`config.mk`:
```
export PLATFORM = sky130hd
export DESIGN_NAME = ddr_burst_wmask
export DESIGN_NICKNAME = d
export VERILOG_FILES = /design/src/rtl/ddr_bw_pkg.sv /design/src/rtl/ddr_bw_addrmap.sv /design/src/rtl/ddr_bw_ctrl.sv /design/src/rtl/ddr_bw_wbeat.sv /design/src/rtl/ddr_bw_rgather.sv /design/src/rtl/ddr_burst_wmask.sv
export SDC_FILE = /design/constraint.sdc
export NUM_CORES = 1
export LEC_CHECK = 0
export CORE_MARGIN = 4
export CORE_UTILIZATION = 46
export CTS_BUF_LIST = sky130_fd_sc_hd__clkbuf_16
export DETAILED_ROUTE_END_ITERATION = 8
export GPL_TIMING_DRIVEN = 0
export PLACE_DENSITY = 0.77
export SETUP_SLACK_MARGIN = 0.2
export SYNTH_ARGS = -nofsm -noshare
export SYNTH_HDL_FRONTEND = slang
export SYNTH_SLANG_ARGS = --single-unit
```
`constraint.sdc`:
```
create_clock -name clk -period 2 [get_ports clk]
set_clock_uncertainty 0.1 [all_clocks]
set_input_delay 0.3 -clock clk [delete_from_list [all_inputs] [get_ports clk]]
set_output_delay 0.3 -clock clk [all_outputs]
set_load 0.02 [all_outputs]
```
`src/rtl/ddr_bw_pkg.sv`:
```
package ddr_bw_pkg;

  localparam int BURST_LEN = 4;
  localparam int BEAT_IW   = $clog2(BURST_LEN);

  typedef logic [BEAT_IW-1:0] beat_t;

  // Word slot of a beat counted across both bursts of a request (0..3).
  function automatic logic [1:0] word_slot(input logic second, input beat_t beat);
    return {second, beat[BEAT_IW-1]};
  endfunction

  // True when the beat carries host data rather than a masked filler.
  function automatic logic beat_live(input logic odd, input logic pair,
                                     input logic second, input beat_t beat);
    logic [1:0] slot;
    logic [1:0] first;
    slot  = word_slot(second, beat);
    first = {1'b0, odd};
    return (slot == first) || (pair && (slot == first + 2'd1));
  endfunction

  // Which host word (0 or 1) a live beat belongs to.
  function automatic logic word_pick(input logic odd, input logic second, input beat_t beat);
    logic [1:0] d;
    d = word_slot(second, beat) - {1'b0, odd};
    return d[0];
  endfunction

endpackage

```
`src/rtl/ddr_bw_addrmap.sv`:
```
module ddr_bw_addrmap #(
  parameter int LAW = 24,
  parameter int PAW = LAW + 1
) (
  input  logic [LAW-1:0] laddr,
  input  logic           second,
  output logic [PAW-1:0] paddr,
  output logic           odd
);

  // Word address to halfword address: one halfword per byte lane pair.
  function automatic logic [PAW-1:0] to_halfword(input logic [LAW-1:0] w);
    return {w, 1'b0};
  endfunction

  logic [LAW-2:0] pair_idx;

  assign pair_idx = laddr[LAW-1:1] + {{(LAW-2){1'b0}}, second};
  assign paddr    = to_halfword({pair_idx, 1'b0});
  assign odd      = laddr[0];

endmodule

```
`src/rtl/ddr_bw_ctrl.sv`:
```
module ddr_bw_ctrl
  import ddr_bw_pkg::*;
(
  input  logic  clk,
  input  logic  rst_n,
  input  logic  req_valid,
  output logic  req_ready,
  output logic  accept,
  input  logic  need_two,
  input  logic  is_read,
  input  logic  dram_beat,
  input  logic  dram_done,
  output logic  busy,
  output logic  second,
  output beat_t beat_idx,
  output logic  beat_take,
  output logic  read_end
);

  logic  busy_q, second_q;
  beat_t cnt_q;

  assign req_ready = !busy_q;
  assign accept    = req_valid && !busy_q;
  assign busy      = busy_q;
  assign second    = second_q;
  assign beat_idx  = cnt_q;
  assign beat_take = busy_q && dram_beat && !dram_done;
  assign read_end  = busy_q && dram_done && is_read;

  always_ff @(posedge clk or negedge rst_n) begin
    if (!rst_n) begin
      busy_q   <= 1'b0;
      second_q <= 1'b0;
      cnt_q    <= '0;
    end else if (accept) begin
      busy_q   <= 1'b1;
      second_q <= 1'b0;
      cnt_q    <= '0;
    end else if (busy_q) begin
      if (dram_done) begin
        cnt_q <= '0;
        if (need_two && !second_q) begin
          second_q <= 1'b1;
        end else begin
          busy_q   <= 1'b0;
          second_q <= 1'b0;
        end
      end else if (dram_beat) begin
        cnt_q <= cnt_q + beat_t'(1);
      end
    end
  end

  // only the sequencer's done pulse can end a burst
  p_burst_holds_r10: assert property (@(posedge clk) disable iff (!rst_n)
    busy && !dram_done |=> busy);

  // a second burst exists only for requests that need two
  p_second_needs_two_r6: assert property (@(posedge clk) disable iff (!rst_n)
    busy && second |-> need_two);

endmodule

```
`src/rtl/ddr_bw_wbeat.sv`:
```
module ddr_bw_wbeat
  import ddr_bw_pkg::*;
#(
  parameter int DQW = 16,
  parameter int DMW = DQW / 8
) (
  input  logic               clk,
  input  logic               rst_n,
  input  logic               active,
  input  logic               odd,
  input  logic               pair,
  input  logic               second,
  input  beat_t              beat,
  input  logic [4*DQW-1:0]   wdata,
  output logic [DQW-1:0]     wr_dq,
  output logic [DMW-1:0]     wr_dm
);

  logic           live;
  logic           hi_word;
  logic [DQW-1:0] halves [4];

  generate
    for (genvar h = 0; h < 4; h++) begin : g_half
      assign halves[h] = wdata[h*DQW +: DQW];
    end
  endgenerate

  assign live    = active && beat_live(odd, pair, second, beat);
  assign hi_word = word_pick(odd, second, beat);
  assign wr_dq   = live ? halves[{hi_word, beat[0]}] : '0;

  generate
    for (genvar l = 0; l < DMW; l++) begin : g_lane
      assign wr_dm[l] = active && !live;
    end
  endgenerate

  // a masked beat never drives data
  p_masked_quiet_r4: assert property (@(posedge clk) disable iff (!rst_n)
    (wr_dm != '0) |-> (wr_dq == '0));

endmodule

```
`src/rtl/ddr_bw_rgather.sv`:
```
module ddr_bw_rgather
  import ddr_bw_pkg::*;
#(
  parameter int DQW = 16
) (
  input  logic             clk,
  input  logic             rst_n,
  input  logic             take,
  input  beat_t            beat,
  input  logic [DQW-1:0]   rd_dq,
  input  logic             fire,
  input  logic             odd,
  output logic             rsp_valid,
  output logic [2*DQW-1:0] rsp_rdata
);

  logic [BURST_LEN*DQW-1:0] cap_q;

  // Pick the word's two beats; the earlier beat sits in the lower bits.
  function automatic logic [2*DQW-1:0] pick_word(input logic [BURST_LEN*DQW-1:0] c,
                                                 input logic o);
    return c[o*2*DQW +: 2*DQW];
  endfunction

  always_ff @(posedge clk or negedge rst_n) begin
    if (!rst_n) begin
      cap_q <= '0;
    end else begin
      for (int i = 0; i < BURST_LEN; i++) begin
        if (take && beat == beat_t'(i)) cap_q[i*DQW +: DQW] <= rd_dq;
      end
    end
  end

  always_ff @(posedge clk or negedge rst_n) begin
    if (!rst_n) begin
      rsp_valid <= 1'b0;
      rsp_rdata <= '0;
    end else begin
      rsp_valid <= fire;
      if (fire) rsp_rdata <= pick_word(cap_q, odd);
    end
  end

endmodule

```
`src/rtl/ddr_burst_wmask.sv`:
```
module ddr_burst_wmask
  import ddr_bw_pkg::*;
#(
  parameter int LAW = 24,
  parameter int DQW = 16
) (
  input  logic                 clk,
  input  logic                 rst_n,
  input  logic                 req_valid,
  output logic                 req_ready,
  input  logic                 req_write,
  input  logic                 req_pair,
  input  logic [LAW-1:0]       req_addr,
  input  logic [4*DQW-1:0]     req_wdata,
  output logic                 rsp_valid,
  output logic [2*DQW-1:0]     rsp_rdata,
  output logic                 dram_cmd_valid,
  output logic                 dram_cmd_write,
  output logic [LAW:0]         dram_cmd_addr,
  input  logic                 dram_beat,
  input  logic                 dram_done,
  output logic [DQW-1:0]       wr_dq,
  output logic [DQW/8-1:0]     wr_dm,
  input  logic [DQW-1:0]       rd_dq
);

  localparam int PAW = LAW + 1;
  localparam int DMW = DQW / 8;

  logic [LAW-1:0]   lat_addr;
  logic             lat_write, lat_pair;
  logic [4*DQW-1:0] lat_wdata;

  logic  accept, busy, second, odd, need_two, beat_take, read_end;
  beat_t beat_idx;

  always_ff @(posedge clk or negedge rst_n) begin
    if (!rst_n) begin
      lat_addr  <= '0;
      lat_write <= 1'b0;
      lat_pair  <= 1'b0;
      lat_wdata <= '0;
    end else if (accept) begin
      lat_addr  <= req_addr;
      lat_write <= req_write;
      lat_pair  <= req_pair;
      lat_wdata <= req_wdata;
    end
  end

  assign need_two       = lat_write && lat_pair && odd;
  assign dram_cmd_valid = busy;
  assign dram_cmd_write = busy && lat_write;

  ddr_bw_ctrl u_ctrl (
    .clk       (clk),
    .rst_n     (rst_n),
    .req_valid (req_valid),
    .req_ready (req_ready),
    .accept    (accept),
    .need_two  (need_two),
    .is_read   (!lat_write),
    .dram_beat (dram_beat),
    .dram_done (dram_done),
    .busy      (busy),
    .second    (second),
    .beat_idx  (beat_idx),
    .beat_take (beat_take),
    .read_end  (read_end)
  );

  ddr_bw_addrmap #(.LAW(LAW), .PAW(PAW)) u_map (
    .laddr  (lat_addr),
    .second (second),
    .paddr  (dram_cmd_addr),
    .odd    (odd)
  );

  ddr_bw_wbeat #(.DQW(DQW), .DMW(DMW)) u_wbeat (
    .clk    (clk),
    .rst_n  (rst_n),
    .active (busy && lat_write),
    .odd    (odd),
    .pair   (lat_pair),
    .second (second),
    .beat   (beat_idx),
    .wdata  (lat_wdata),
    .wr_dq  (wr_dq),
    .wr_dm  (wr_dm)
  );

  ddr_bw_rgather #(.DQW(DQW)) u_rg (
    .clk       (clk),
    .rst_n     (rst_n),
    .take      (beat_take && !lat_write),
    .beat      (beat_idx),
    .rd_dq     (rd_dq),
    .fire      (read_end),
    .odd       (odd),
    .rsp_valid (rsp_valid),
    .rsp_rdata (rsp_rdata)
  );

  // command address is steady for the whole burst
  p_addr_steady_r10: assert property (@(posedge clk) disable iff (!rst_n)
    dram_cmd_valid && !dram_done |=> $stable(dram_cmd_addr));

  // no mask activity on read bursts
  p_read_unmasked_r8: assert property (@(posedge clk) disable iff (!rst_n)
    dram_cmd_valid && !dram_cmd_write |-> wr_dm == '0);

  // a response follows the done of a read burst
  p_rsp_after_done_r7: assert property (@(posedge clk) disable iff (!rst_n)
    rsp_valid |-> $past(dram_done && dram_cmd_valid && !dram_cmd_write));

  // the follow-on burst lands one aligned group higher
  p_second_base_r6: assert property (@(posedge clk) disable iff (!rst_n)
    $rose(second) |-> dram_cmd_addr == $past(dram_cmd_addr) + PAW'(4));

  // a burst starts only from an accepted handshake
  p_start_on_accept_r9: assert property (@(posedge clk) disable iff (!rst_n)
    $rose(dram_cmd_valid) |-> $past(req_valid && req_ready));

endmodule

```
==> flow_summary_export.csv, run 1 <==
group,metric,value,unit
sta,setup_ws,-0.673,ns
clocking,worstSkewPairLatency,0.43,ns
synthesis,yosysTopAreaCellShare,0.567,
cells_and_area,area_growth,50.5,%
critical_path,crit_required,1.60,ns
sta,grt_setup_unrepaired,"yes",
clocking,clkSlewWorstSetupHoldPaths,0.07,ns
sta,hold_viol_final,0,
drt,wl_per_cell,21.2,µm
drt,ant_nets,0,
placement,place.port_buffers,187,
critical_path,rrSetupSlack,0.10,ns
synthesis,synth_warnings,0,
critical_path,reg2reg_depth,8,
die,core_area,18000,µm²
critical_path,cp_max_fo,6,
power_and_ir_drop,peakVddDrop,0.000810,V
synthesis,synth.area.top_cells,"dfrtp_1, mux2_2, mux4_2",
global_routing,antenna_found_initial,0,
run,drv_cap,0,
sta,period_needed,2.67,ns
synthesis,netlist_area,8430,µm²
die,start_util,0.468,
cells_and_area,final_cell_mix,"dfrtp_1, clkdlybuf4s50_1, mux2_2, buf_6, mux2_4",
die,rows,49,
synthesis,yosysTopAreaCell,"dfrtp_1",
critical_path,timing.rr.end,"u_rg.cap_q[13]",
critical_path,cp-end-kind,"primary output",
clocking,cts_tree,"yes",
placement,dp_hpwl,15300,µm
synthesis,synthCells,611,
global_routing,grt_overflow,0,
global_routing,grt_pass1_wl,36500,µm
sta,fin_crit_sh,1.34,
cells_and_area,post-route-util,0.704,
hold_path,hp-class,"in -> async",
synthesis,seq_area_frac_synth,0.567,
cells_and_area,final_nets,991,
sta,max_clock_freq,0.374,GHz
outcome,violations,"negative setup slack",
cells_and_area,final_common_cell,"dfrtp_1",
die,ios,190,
clocking,clockRootBuffer,"clkbuf_16",
synthesis,synth_cell_types,39,
sta,tightest_slew,0.751,ns
power_and_ir_drop,p_leak,0.00599,µW
outcome,outcome,"finished with violations",
clocking,cts-buffers-inserted,17,
drt,vias,6010,
critical_path,timing.critical_path.cells,"ha_4 > buf_6 > nand3_4 > or3_1 > buf_6 > buf_12 > nor4_4 > xor2_2 > buf_6",
clocking,clock_sinks,191,
critical_path,start_kind,"flop",
synthesis,syn_area_per_cell,13.8,µm²
critical_path,crit_type,"reg -> out",
power_and_ir_drop,powerDensity,1440,nW/µm²
sta,max_slew_margin,0.499,
die,dieArea,20600,µm²
critical_path,timing.rr.start,"u_ctrl.busy",
power_and_ir_drop,total_power,18300,µW
global_routing,grt_pass1_vias,6651,
drt,drcViolationCount,0,
clocking,cts_buffer_depth,2,
placement,gp_congestion,0.818,
critical_path,cp.arrival,2.27,ns
global_routing,grt_max_degree,98,
critical_path,cp_slowest_cell,"dfrtp_2",
sta,finalSetupViolCount,39,
global_routing,gr-usage-all-layers,0.232,
cells_and_area,drive_gt1_frac,0.445,
clocking,h-tree-depth,4,
die,die_w,143,µm
die,die_h,143,µm
drt,vias_per_cell,5.38,
critical_path,max_stage_delay,0.42,ns
sta,slew_viol_final,0,
cells_and_area,n_fill_cell,1179,
synthesis,synth_seq_cells,191,
drt,first_pass_iters,5,
critical_path,critPathMostFrequentCell,"buf_6",
drt,routed_wl,23700,µm
drt,drt_iter0_drc,315,
sta,holdWs,0.374,ns
## cells in the mapped netlist (all sizes together)
cell type / n
or2b: 1
xor2: 11
nor4: 3
and3b: 1
clkbuf: 10
mux4: 16
nand3: 9
nor3: 5
ha: 6
conb: 1
a21oi: 1
nand4b: 1
or2: 1
o21ai: 36
nand2: 50
and2b: 8
and4: 1
mux2i: 32
nand4: 4
o22ai: 2
and2: 1
xnor2: 11
nor2b: 10
inv: 8
o31ai: 1
buf: 23
nor4b: 1
or3: 2
mux2: 152
dfrtp: 191
nor2: 10
a31oi: 1
and3: 1
## how the worst max path moves through the flow
stage          slack, ns           endpoint  cells past startpoint          startpoint
5_1_grt            -0.78  dram_cmd_addr[23]                      9       u_ctrl.second
3_3_place_gp       -7.55        u_ctrl.busy                      1               rst_n
2_1_floorplan      -0.06  dram_cmd_addr[18]                      6       u_ctrl.second
6_report           -0.67  dram_cmd_addr[23]                      9       u_ctrl.second
4_1_cts            -0.72  dram_cmd_addr[19]                      9       u_ctrl.second
3_5_place_dp       -0.82          wr_dq[13]                      6  u_ctrl.beat_idx[1]
## what timing repair did
item | 4_1_cts | 5_1_grt
hold buffers | 1 | 0
hold endpoints to repair | 96 | 0
pin swaps | 14 | 11
buffers inserted | 41 | 9
resized for setup | 375 | 85
setup endpoints to repair | 255 | 159
cloned | 2 | 2
## report_power, final
part	internal (µW)	leakage (µW)	switching (µW)
registers	5500	0.00238	1210
logic	4390	0.00331	3560
clock network	2090	0.000304	1510
## worst max-delay path: cells and delay by family, from the launching register on
| family | cells | cell delay, ns |
|---|---|---|
| flip-flops | 1 | 0.42 |
| XOR/XNOR | 1 | 0.17 |
| adder cells (fa/ha/maj) | 1 | 0.16 |
| buffers and inverters | 4 | 0.53 |
| AND/OR/NAND/NOR | 3 | 0.57 |
## area by class of cell
| type | instances | area [µm²] | share of cell area |
|---|---|---|---|
| buffer | 33 | 397 | 0.0313 |
| antenna | 1 | 2.50 | 0.000197 |
| timing repair buffer | 243 | 2470 | 0.195 |
| clock inverter | 15 | 193 | 0.0152 |
| inverter | 8 | 33.8 | 0.00266 |
| clock buffer | 17 | 425 | 0.0335 |
| multi-input combinational | 380 | 4100 | 0.323 |
| tap | 229 | 287 | 0.0226 |
| sequential | 191 | 4790 | 0.377 |
## kinds of logic (layout without fill, tap and decap cells)
group,after synthesis,after routing,synth area share
simple gates,109,109,0.0669
other cells,1,3,0.000445
flops,191,191,0.567
fa+ha+maj,6,6,0.00890
buf+inv,41,316,0.0255
xor+xnor,22,22,0.0228
compound gates,41,41,0.0251
mux,200,200,0.284
## through the flow
step | worst slack [ns] | instances | area (µm²) | TNS (ns)
5_1_grt | -0.783 | 1116 | 12700 | -21.27
3_3_place_gp | -7.55 | 1028 | 10900 | -1370.62
4_1_cts | -0.725 | 1105 | 12300 | -17.00
3_5_place_dp | -0.818 | 1029 | 10900 | -63.96
6_report | -0.673 | 1117 | 12700 | -17.91
2_1_floorplan | -0.0640 | 612 | 8720 | -0.280
## metal layers
metal,routed length (µm),up-vias,GRT usage
li1,-,2677,-
met1,9760,3093,0.300
met2,12000,205,0.389
met3,1560,35,0.0532
met4,452,0,0.0758
met5,0,-,0
## sequential cells by signal, indices dropped and copies added (netlist names), 2 cells and up
name / flops
lat_wdata: 64
u_ctrl.beat_idx: 2
lat_addr: 24
u_rg.cap_q: 64
u_rg.rsp_rdata: 32
Note: power is estimated with default switching activity, not from simulation.
==> inputs of run 2 (changes only) <==
Settings changed: RECOVER_POWER set to 50, SKIP_CTS_REPAIR_TIMING set to 1.
==> run 2 against run 1 <==
Against the previous run:
- the flow still finishes with violations (negative setup slack)
- hold slack worse by 0.014 ns
- combinational power up 9.8%
- design area up 2.9%
- utilization up 2.0 points
- routed wire length up 2.2%
- worst setup slack worse by 0.078 ns
- register-to-register slack worse by 0.05 ns
- sequential cell count unchanged
- clock power about the same
- clock-buffer cell count unchanged
- non-clock buffer count up 8
- first-iteration DRC count up 9.8%
- critical path type unchanged
- critical endpoint is now dram_cmd_addr[24]
- largest cell class unchanged
- largest power group unchanged
==> flow_summary_export.csv, run 2 (synthesis gave the netlist of run 1 again) <==
group,metric,value,unit
die,core_area,18000,µm²
clocking,cts_tree,"yes",
die,rows,49,
die,dieArea,20600,µm²
drt,routed_wl,24200,µm
die,die_w,143,µm
sta,max_slew_margin,0.0913,
cells_and_area,area_growth,54.8,%
clocking,clkSlewWorstSetupHoldPaths,0.07,ns
critical_path,crit_type,"reg -> out",
global_routing,antenna_found_initial,0,
critical_path,start_kind,"flop",
critical_path,cp.arrival,2.35,ns
cells_and_area,final_nets,999,
sta,holdWs,0.360,ns
sta,period_needed,2.75,ns
clocking,worstSkewPairLatency,0.43,ns
drt,first_pass_iters,4,
sta,max_clock_freq,0.364,GHz
global_routing,grt_max_degree,98,
critical_path,cp_slowest_cell,"dfrtp_2",
outcome,outcome,"finished with violations",
drt,wl_per_cell,21.6,µm
clocking,clock_sinks,191,
drt,ant_nets,0,
drt,wl_met1,9970,µm
global_routing,gr-usage-all-layers,0.213,
sta,tightest_slew,1.36,ns
global_routing,grt_pass1_wl,33700,µm
critical_path,timing.critical_path.cells,"ha_4 > ha_4 > nand4_1 > nor4_4 > buf_4 > nand4_1 > xnor2_2 > buf_4",
cells_and_area,final_common_cell,"dfrtp_1",
clocking,cts_buffer_depth,2,
sta,finalSetupViolCount,39,
drt,drt_iter0_drc,346,
sta,fin_crit_sh,1.38,
drt,vias_per_cell,5.36,
power_and_ir_drop,powerDensity,1460,nW/µm²
critical_path,cp-end-kind,"primary output",
die,start_util,0.468,
die,die_h,143,µm
drt,vias,6026,
critical_path,critical_path.top_delay_family,"simple AND/OR/NAND/NOR gates",
placement,dp_hpwl,15300,µm
run,drv_cap,0,
hold_path,hp-class,"in -> reg",
die,ios,190,
power_and_ir_drop,peakVddDrop,0.000983,V
critical_path,max_stage_delay,0.44,ns
drt,routed.top_layer,"met4",
cells_and_area,drive_gt1_frac,0.475,
placement,gp_congestion,0.818,
sta,setup_ws,-0.751,ns
drt,met2WireLength,12300,µm
clocking,h-tree-depth,4,
power_and_ir_drop,p_leak,0.00640,µW
critical_path,worst-path-buf-inv,2,
clocking,cts-buffers-inserted,17,
placement,place.port_buffers,187,
outcome,violations,"negative setup slack",
drt,dr_wl_met3,1490,µm
global_routing,grt_overflow,0,
sta,hold_viol_final,0,
clocking,clockRootBuffer,"clkbuf_16",
critical_path,cp_max_fo,5,
cells_and_area,final_cell_mix,"dfrtp_1, mux2_2, clkdlybuf4s50_1, buf_6, buf_4",
sta,setup_tns,-16.40,ns
critical_path,crit_required,1.60,ns
sta,slew_viol_final,0,
sta,grt_setup_unrepaired,"yes",
cells_and_area,reg_top3,"lat_wdata: 64 flops, u_rg.cap_q: 64 flops, u_rg.rsp_rdata: 32 flops",
global_routing,grt_pass1_vias,6274,
drt,drcViolationCount,0,
## run 2: changes by cell type in the layout (fill, tap and decap cells not counted), moves of 12 or more
cell | before | now
dlymetal6s2s_1 | 4 | 35
dlygate4sd2_1 | 30 | 0
mux2_2 | 102 | 130
mux2_4 | 50 | 22
o21ai_0 | 28 | 13
nand2_1 | 44 | 32
## run 2: power breakdown
part	internal, µW	switching, µW	total [µW]
registers	5500	1240	6740
logic	4920	3810	8730
clock network	2090	1470	3570
## run 2: worst register-to-register path, cell delays in order (launching register included)
cell and delay [ns]:
dfrtp_2 0.37, buf_6 0.11, clkinvlp_4 0.12, nor4b_4 0.28
buf_6 0.17, buf_6 0.12, nand2_8 0.08, clkbuf_16 0.18
mux2_4 0.31
## run 2: routing by layer
layer / GRT usage / vias up
met5: 0 / -
met4: 0.0684 / 0
met3: 0.0512 / 34
met2: 0.350 / 198
met1: 0.283 / 3102
li1: - / 2692
## run 2: worst paths after layout
check	from	end	slack, ns	depth (start not counted)
max	u_ctrl.second	dram_cmd_addr[24]	-0.75	8
min	req_addr[13]	lat_addr[13]	0.36	3
max reg2reg	u_ctrl.busy	u_rg.cap_q[39]	0.05	8
min reg2reg	u_rg.rsp_rdata[15]	u_rg.rsp_rdata[15]	0.38	2
max in group asynchronous	rst_n	lat_addr[4]	0.05	3
min in group asynchronous	rst_n	lat_wdata[47]	0.62	2
## run 2: through the flow
| stage | power, µW | instance area, µm² | worst slack (ns) | utilization | cells |
|---|---|---|---|---|---|
| 2_1_floorplan | 10900 | 8720 | -0.0640 | - | 612 |
| 3_3_place_gp | 13400 | 10900 | -7.55 | 0.604 | 1028 |
| 3_5_place_dp | 13700 | 10900 | -0.818 | 0.606 | 1029 |
| 4_1_cts | 17300 | 11500 | -1.27 | 0.640 | 1061 |
| 5_1_grt | 20000 | 13100 | -0.882 | 0.724 | 1124 |
| 6_report | 19000 | 13100 | -0.751 | 0.724 | 1125 |
## run 2: cell type report
type / count / area, µm²
sequential: 191 / 4790
clock buffer: 17 / 425
multi-input combinational: 380 / 4120
clock inverter: 15 / 193
tap: 229 / 287
timing repair buffer: 251 / 2730
inverter: 8 / 38.8
antenna: 1 / 2.50
fill: 1124 / 4970
buffer: 33 / 475
==> inputs of run 3 (changes only) <==
Settings changed: SKIP_LAST_GASP set to 1.
==> run 3 against run 2 <==
Against the previous run:
- critical endpoint is now dram_cmd_addr[18]
- design area shrank 1.1%
- via count rose by 0.22%
- largest power group unchanged
- largest cell class unchanged
- the flow still finishes with violations (negative setup slack)
- hold slack improved by 0.013 ns
==> flow_summary_export.csv, run 3 (synthesis gave the netlist of run 1 again) <==
group,metric,value,unit
drt,vias,6039,
die,die_h,143,µm
drt,routed_wl,24200,µm
cells_and_area,area_growth,53.2,%
sta,grt_setup_unrepaired,"yes",
global_routing,grt_pass1_wl,33700,µm
hold_path,hp-class,"in -> reg",
run,drv_cap,0,
critical_path,timing.critical_path.cells,"ha_4 > ha_4 > nand4_1 > nor4_4 > buf_4 > nand3_1 > xnor2_2 > clkbuf_2",
critical_path,cp-end-kind,"primary output",
die,dieArea,20600,µm²
sta,fin_crit_sh,1.36,
critical_path,critical_path.top_delay_family,"simple AND/OR/NAND/NOR gates",
cells_and_area,final_cell_mix,"dfrtp_1, mux2_2, clkdlybuf4s50_1, buf_4, buf_6",
placement,pre_cts_slack,-0.818,ns
power_and_ir_drop,pwr-share-comb,0.453,
global_routing,grt_pass1_vias,6274,
power_and_ir_drop,p_sw_frac,0.345,
critical_path,crit_type,"reg -> out",
sta,hold_viol_final,0,
critical_path,timing.rr.end,"u_rg.cap_q[45]",
critical_path,cp.arrival,2.32,ns
power_and_ir_drop,seqPwrFrac,0.357,
critical_path,crit_required,1.60,ns
sta,tightest_slew,1.35,ns
cells_and_area,n_fill_cell,1154,
global_routing,antenna_found_initial,0,
clocking,cts-buffers-inserted,17,
cells_and_area,final_common_cell,"dfrtp_1",
critical_path,timing.rr.start,"u_ctrl.busy",
placement,place.port_buffers,187,
critical_path,critPathMostFrequentCell,"ha_4",
die,die_w,143,µm
sta,setup_ws,-0.718,ns
critical_path,cp_slowest_cell,"dfrtp_2",
power_and_ir_drop,powerDensity,1460,nW/µm²
drt,drcViolationCount,0,
sta,period_needed,2.72,ns
power_and_ir_drop,power_switching,6490,µW
clocking,clockRootBuffer,"clkbuf_16",
clocking,clock_sinks,191,
sta,holdWs,0.373,ns
critical_path,max_stage_delay,0.44,ns
hold_path,min_to,"lat_addr[13]",
critical_path,cp_max_fo,5,
critical_path,start_kind,"flop",
die,start_util,0.468,
clocking,cts_buffer_depth,2,
clocking,cts_tree,"yes",
cells_and_area,final_nets,999,
die,ios,190,
global_routing,gr-usage-all-layers,0.213,
drt,ant_nets,0,
placement,dp_hpwl,15300,µm
critical_path,reg2reg_depth,8,
sta,setup_tns,-16.58,ns
clocking,clkSlewWorstSetupHoldPaths,0.07,ns
power_and_ir_drop,peakVddDrop,0.00100,V
clocking,worstSkewPairLatency,0.43,ns
sta,finalSetupViolCount,39,
cells_and_area,final_cells,1125,
drt,drt_iter0_drc,355,
critical_path,rrSetupSlack,0.08,ns
sta,slew_viol_final,0,
cells_and_area,reg_top3,"lat_wdata: 64 flops, u_rg.cap_q: 64 flops, u_rg.rsp_rdata: 32 flops",
drt,wl_per_cell,21.5,µm
global_routing,grt_overflow,0,
drt,first_pass_iters,4,
hold_path,min-delay-start,"req_addr[13]",
power_and_ir_drop,clockPowerShare,0.190,
die,rows,49,
global_routing,grt_max_degree,98,
power_and_ir_drop,power.internal,12300,µW
outcome,violations,"negative setup slack",
placement,place_inst,1029,
critical_path,worst-path-buf-inv,2,
power_and_ir_drop,p_leak,0.00633,µW
cells_and_area,post-route-util,0.717,
die,core_area,18000,µm²
drt,vias_per_cell,5.37,
cells_and_area,drive_gt1_frac,0.469,
clocking,h-tree-depth,4,
sta,max_slew_margin,0.0978,
placement,gp_congestion,0.818,
sta,max_clock_freq,0.368,GHz
hold_path,hold_depth,3,
outcome,outcome,"finished with violations",
run 3: cell types whose count changed in the layout (fill, tap and decap cells not counted), sizes merged:
cell          previous run  this run
buf                    121       116
dlymetal6s2s            35        38
clkbuf                  35        37
run 3: tightest hold or removal path, stage by stage:
cell and delay [ns]:
clkdlybuf4s50_1 0.42, nand2_1 0.07, o21ai_0 0.08
run 3: cell type report:
| type | count | area (µm²) | share of cell area |
|---|---|---|---|
| Tap cell | 229 | 287 | 0.0222 |
| Multi-Input combinational cell | 380 | 4020 | 0.311 |
| Timing Repair Buffer | 251 | 2710 | 0.210 |
| Clock inverter | 15 | 193 | 0.0149 |
| Buffer | 33 | 454 | 0.0352 |
| Sequential cell | 191 | 4790 | 0.371 |
| Inverter | 8 | 38.8 | 0.00300 |
| Clock buffer | 17 | 425 | 0.0329 |
| Antenna cell | 1 | 2.50 | 0.000194 |
run 3: routing by layer:
layer / GRT usage / vias to the layer above / share of wire
li1: - / 2697 / -
met1: 0.283 / 3129 / 0.41
met2: 0.350 / 186 / 0.51
met3: 0.0512 / 27 / 0.057
met4: 0.0684 / 0 / 0.016
met5: 0 / - / 0
run 3: worst max path at each step:
stage	startpoint	endpoint	slack, ns	cells after the start
finish	u_ctrl.second	dram_cmd_addr[18]	-0.72	8
CTS	u_ctrl.second	dram_cmd_addr[18]	-1.27	7
detailed placement	u_ctrl.beat_idx[1]	wr_dq[13]	-0.82	6
floorplan	u_ctrl.second	dram_cmd_addr[18]	-0.06	6
global placement	rst_n	u_ctrl.busy	-7.55	1
global route	u_ctrl.second	dram_cmd_addr[18]	-0.86	8
run 3: per-stage QoR:
step | total power [µW] | area (µm²)
2_1_floorplan | 10900 | 8720
3_3_place_gp | 13400 | 10900
3_5_place_dp | 13700 | 10900
4_1_cts | 17300 | 11500
5_1_grt | 19800 | 12900
6_report | 18800 | 12900
run 3: power groups by stage:
stage	Clock, µW	Sequential (µW)	Combinational [µW]
4_1_cts	3630	6620	7090
6_report	3580	6720	8530
2_1_floorplan	0	6700	4200
5_1_grt	3800	6910	9050
3_3_place_gp	0	6550	6870
3_5_place_dp	0	6680	7030
